### src/rtl/burst_fill_ctrl.sv
module burst_fill_ctrl #(
  parameter int AW = 16,
  parameter int DW = 32
) (
  input  logic          clk,
  input  logic          rst,
  input  logic          req_valid,
  input  logic          req_write,
  input  logic          req_burst,
  input  logic          req_wrap,
  input  logic [AW-1:0] req_addr,
  input  logic [DW-1:0] wr_data,
  output logic          wr_pull,
  output logic [1:0]    wr_off,
  output logic          busy,
  output logic          done,
  output logic          rd_valid,
  output logic [DW-1:0] rd_data,
  output logic [1:0]    beat_off,
  output logic          mem_en,
  output logic          mem_we,
  output logic [AW-1:0] mem_addr,
  output logic [DW-1:0] mem_wdata,
  input  logic [DW-1:0] mem_rdata
);
  localparam int LW = AW - 2;

  logic          burst_m, wr_m;
  logic [1:0]    start_off;
  logic [LW-1:0] line;
  logic [2:0]    cyc, cyc_m1, cyc_m2;
  logic          accept, capture;

  assign accept  = req_valid && !busy;
  assign cyc_m1  = cyc - 3'd1;
  assign cyc_m2  = cyc - 3'd2;
  assign done    = busy && (cyc == (burst_m ? 3'd6 : 3'd4));
  assign mem_en  = busy && (burst_m ? (cyc >= 3'd1 && cyc <= 3'd4) : (cyc == 3'd1));
  assign capture = busy && !wr_m && (burst_m ? (cyc >= 3'd2 && cyc <= 3'd5) : (cyc == 3'd3));
  assign mem_addr  = {line, 2'(start_off + cyc_m1[1:0])};
  assign mem_we    = mem_en && wr_m;
  assign mem_wdata = wr_data;
  assign wr_pull   = mem_we;
  assign wr_off    = mem_addr[1:0];

  always_ff @(posedge clk) begin
    if (rst) begin
      busy      <= 1'b0;
      cyc       <= 3'd0;
      burst_m   <= 1'b0;
      wr_m      <= 1'b0;
      start_off <= 2'd0;
      line      <= '0;
      rd_valid  <= 1'b0;
      rd_data   <= '0;
      beat_off  <= 2'd0;
    end else begin
      rd_valid <= capture;
      if (capture) begin
        rd_data  <= mem_rdata;
        beat_off <= burst_m ? 2'(start_off + cyc_m2[1:0]) : start_off;
      end
      if (accept) begin
        busy      <= 1'b1;
        cyc       <= 3'd1;
        burst_m   <= req_burst;
        wr_m      <= req_write;
        line      <= req_addr[AW-1:2];
        start_off <= (req_burst && !req_wrap) ? 2'd0 : req_addr[1:0];
      end else if (busy) begin
        cyc <= cyc + 3'd1;
        if (done) busy <= 1'b0;
      end
    end
  end

  assert_idle_reset_R1: assert property (@(posedge clk) rst |=> !busy && !rd_valid);
  assert_en_in_busy_R2: assert property (@(posedge clk) disable iff (rst) mem_en |-> busy && !done);
  assert_line_fixed_R4: assert property (@(posedge clk) disable iff (rst)
    mem_en && $past(mem_en) |-> $stable(mem_addr[AW-1:2]));
  assert_offset_step_R5: assert property (@(posedge clk) disable iff (rst)
    mem_en && $past(mem_en) |-> mem_addr[1:0] == 2'($past(mem_addr[1:0]) + 2'd1));
  assert_valid_read_R7: assert property (@(posedge clk) disable iff (rst) rd_valid |-> busy && !mem_we);
  assert_we_with_en_R8: assert property (@(posedge clk) disable iff (rst) mem_we |-> mem_en);
  assert_done_idle_R9: assert property (@(posedge clk) disable iff (rst) done |=> !busy);
  assert_done_pulse_R10: assert property (@(posedge clk) disable iff (rst) done |=> !done);
endmodule

### config.mk
export PLATFORM = sky130hd
export DESIGN_NAME = burst_fill_ctrl
export DESIGN_NICKNAME = d
export VERILOG_FILES = /design/src/rtl/burst_fill_ctrl.sv
export SDC_FILE = /design/constraint.sdc
export NUM_CORES = 1
export LEC_CHECK = 0
export BUFFER_PORTS_ARGS = -buffer_cell sky130_fd_sc_hd__buf_2
export CORE_MARGIN = 3
export CORE_UTILIZATION = 32
export DETAILED_ROUTE_END_ITERATION = 12
export HOLD_SLACK_MARGIN = 0.06
export PLACE_DENSITY = 0.67
export RECOVER_POWER = 100
export SETUP_SLACK_MARGIN = 0.15
export SLEW_MARGIN = 20
export SYNTH_ARGS = -nofsm -noshare
export SYNTH_HDL_FRONTEND = slang
export SYNTH_SLANG_ARGS = --single-unit
export TNS_END_PERCENT = 5
### constraint.sdc
create_clock -name clk -period 1.6 [get_ports clk]
set_clock_uncertainty 0.1 [all_clocks]
set_input_delay 0.24 -clock clk [delete_from_list [all_inputs] [get_ports clk]]
set_output_delay 0.24 -clock clk [all_outputs]
set_load 0.05 [all_outputs]
==> flow_summary_export.csv <==
group,metric,value,unit
outcome,outcome,"complete, but fails checks",
outcome,violations,"negative setup slack",
final_layout,syn2layout_area_growth,61.50,%
yosys,synthTopCellsByCount,"57 x dfxtp_1, 53 x a21oi_1, 36 x buf_4, 36 x nand2_1, 32 x nand3_1",
critical_path,criticalPathCategory,"reg2out",
placed_design,post-place-ws,-0.1709,ns
sta,tns,-6.841,ns
sta,hold_viol,0,
final_layout,num_antenna_cells,0,
sta,layout_setup_ws,-0.2853,ns
global_route,grt_max_degree,38,
critical_path,cp.buffers_inverters,3,
flow_run,cap_viol_max_count,0,
cts,clockBufferDepth,2,
yosys,ys_ff_latch,57,
cts,root_buffer,"clkbuf_8",
critical_path,crit_required,1.26,ns
global_route,grt_pass1_wl,11870,µm
floorplanning,fp-row-count,32,
final_layout,fin_util,53.97,%
yosys,async_reset_ff_share,0,%
critical_path,end_kind,"output pin",
sta,setup_viol,41,
min_path,holdPathEnd,"rd_data[6]",
route,vias,2800,
min_path,min_path_cells,3,
critical_path,cp_slowest_cell,"dfxtp_1",
yosys,yosys.cell_count.top_type,"dfxtp_1",
yosys,synth_top_cell_by_area,"dfxtp_1",
sta,timing.hold.ws,0.07940,ns
cts,path_clk_slew,0.07,ns
critical_path,r2r-end,"rd_data[31]",
global_route,grt_use_total,16.29,%
critical_path,path_cells,"inv_1 > buf_4 > o21ai_2 > a21oi_4 > and2_4 > buf_8",
final_layout,fin_nets,563,
critical_path,crit_family,"flip-flops",
power,power_density,958.6,nW/µm²
route,route.detailed.drc,0,
critical_path,start_kind,"flop",
yosys,synth_area_per_cell,8.170,µm²
placed_design,placed_cells,507,
critical_path,arrival,1.55,ns
min_path,min_path_type,"in2reg",
yosys,synth_seq_area_share,43.51,%
floorplanning,ios,176,
yosys,synth_warnings,0,
yosys,synth-edff-count,0,
floorplanning,dieWidth,96.53,µm
power,power,4.060,mW
sta,fin_crit_sh,117.8,%
yosys,netlist_area,2623,µm²
cts,numCtsBuffers,9,
floorplanning,die_area,9318,µm²
final_layout,drive_gt1_share,41.39,%
floorplanning,initial_core_util,33.42,%
critical_path,cp_slowest_stage_delay,0.44,ns
route,drt_pass1_iterations,5,
cts,cts_num_sinks,57,
yosys,yosysUniqueCellTypes,28,
cts,cts_tree,"yes",
critical_path,rrSetupSlack,-0.19,ns
sta,max_slew_margin,76.87,%
global_route,grt_pass1_vias,2621,
power,ir_drop,0.0004681,V
power,cellLeakagePower,1.821,nW
route,drtIter0Drc,125,
critical_path,cp-startpoint,"cyc[2]",
critical_path,crit_fanout,4,
yosys,synth_top_area_share,43.51,%
placed_design,routabilityCongestion,0.7974,
cts,clkLatencyLatePin,0.33,ns
global_route,antenna_found_initial,0,
yosys,syn_inst,321,
floorplanning,die_y,96.53,µm
placed_design,port_buffers,111,
placed_design,dp_hpwl,5043,µm
route,drt-wirelength-per-cell,13.55,µm
cts,htree_levels,3,
sta,rsz0062_at_grt,"yes",
sta,fmax,530.4,MHz
final_layout,final_area,4235,µm²
yosys,syn-num-nets,413,
floorplanning,core-area,7848,µm²
route,wl,7833,µm
final_layout,layout.cells.non_filler,578,
placed_design,placed_area,3277,µm²
sta,finalMaxSlewViolations,0,
critical_path,r2r_start,"cyc[0]",
sta,layout_min_cycle_time,1.885,ns
route,postRouteAntennaNets,0,
route,via_per_inst,4.844,
yosys,synthFlopType,"dfxtp_1",
critical_path,r2r_cells,8,
yosys,synth_area_leaders,"dfxtp_1 44%, buf_4 10%, a21oi_1 10%",
sta,tightest_slew,0.3470,ns
min_path,hp-start,"mem_rdata[6]",
global_route,grt_overflow,0,
==> sequential cells by signal, indices dropped and copies added (netlist names) <==
register   flops
beat_off       2
burst_m        1
busy           1
cyc            3
line          14
rd_data       32
rd_valid       1
start_off      2
wr_m           1
==> where the power goes <==
group | switching [mW] | leakage [nW] | total [mW] | internal [mW]
clock | 0.600 | 0.128 | 1.73 | 1.13
sequential | 0.0332 | 0.465 | 1.50 | 1.47
combinational | 0.468 | 1.23 | 0.825 | 0.357
==> layout make-up <==
| class | instances | area (µm²) |
|---|---|---|
| inverters | 6 | 27.53 |
| well taps | 102 | 127.6 |
| flip-flops and latches | 57 | 1150 |
| repair buffers | 201 | 1473 |
| clock inverters | 6 | 111.4 |
| fillers | 716 | 3612 |
| clock buffers | 10 | 148.9 |
| multi-input cells | 196 | 1197 |
==> what timing repair did <==
item | in CTS | in global routing
setup buffers | 6 | 0
resized for setup | 39 | 9
setup endpoints to repair | 44 | 59
hold buffers | 49 | 0
pin swaps | 7 | 6
hold endpoints to repair | 49 | 0
==> cell families after synthesis <==
family                     Yosys count  synth area share [%]
and+or+nand+nor                     91                 16.51
xor gates and xnor gates             5                 1.670
muxes                                1                0.3817
AOI/OAI and AO/OA                   93                 18.46
buffers and inverters               68                 16.60
DFF                                 57                 43.51
adders and majority gates            6                 2.863
==> worst max-delay path by stage <==
stage	slack, ns	cells after the start	end
2_1_floorplan	-0.28	7	wr_pull
3_3_place_gp	-0.13	7	beat_off[1]
3_5_place_dp	-0.17	7	rd_data[20]
4_1_cts	-0.33	8	mem_we
5_1_grt	-0.36	8	wr_pull
6_report	-0.29	6	wr_pull
==> cells in the final DEF (no fill, tap or decap), types with 2 or more instances in the layout <==
master,n
a211oi_1,3
dfxtp_1,54
ha_1,3
xor2_1,2
buf_4,31
o21ai_2,2
inv_2,2
inv_6,2
nand2b_1,2
nand3_1,32
ha_4,2
buf_2,54
xnor2_4,2
buf_6,11
dfxtp_4,2
o21ai_1,30
a21oi_1,48
buf_12,3
buf_8,3
clkbuf_8,9
nor2_1,7
inv_1,3
nand2_1,35
a22oi_1,2
clkbuf_2,50
nor3_4,2
or3_4,2
nor3_1,4
a21oi_2,4
dlygate4sd3_1,49
bufinv_16,3
==> worst reg2reg max path: stages, from the launching register on <==
cell     delay, ns
dfxtp_4       0.37
buf_4         0.12
ha_1          0.14
ha_1          0.13
nor2_1        0.05
or3_4         0.35
buf_8         0.17
o21ai_0       0.16
a21oi_1       0.08
==> layer usage <==
metal,vias up,track usage (%),share of wire [%]
li1,1363,-,-
met1,1293,17.74,40
met2,122,27.82,49
met3,22,5.887,8.3
met4,0,8.178,2.6
met5,-,0,0
Note: power is estimated with default switching activity, not from simulation.
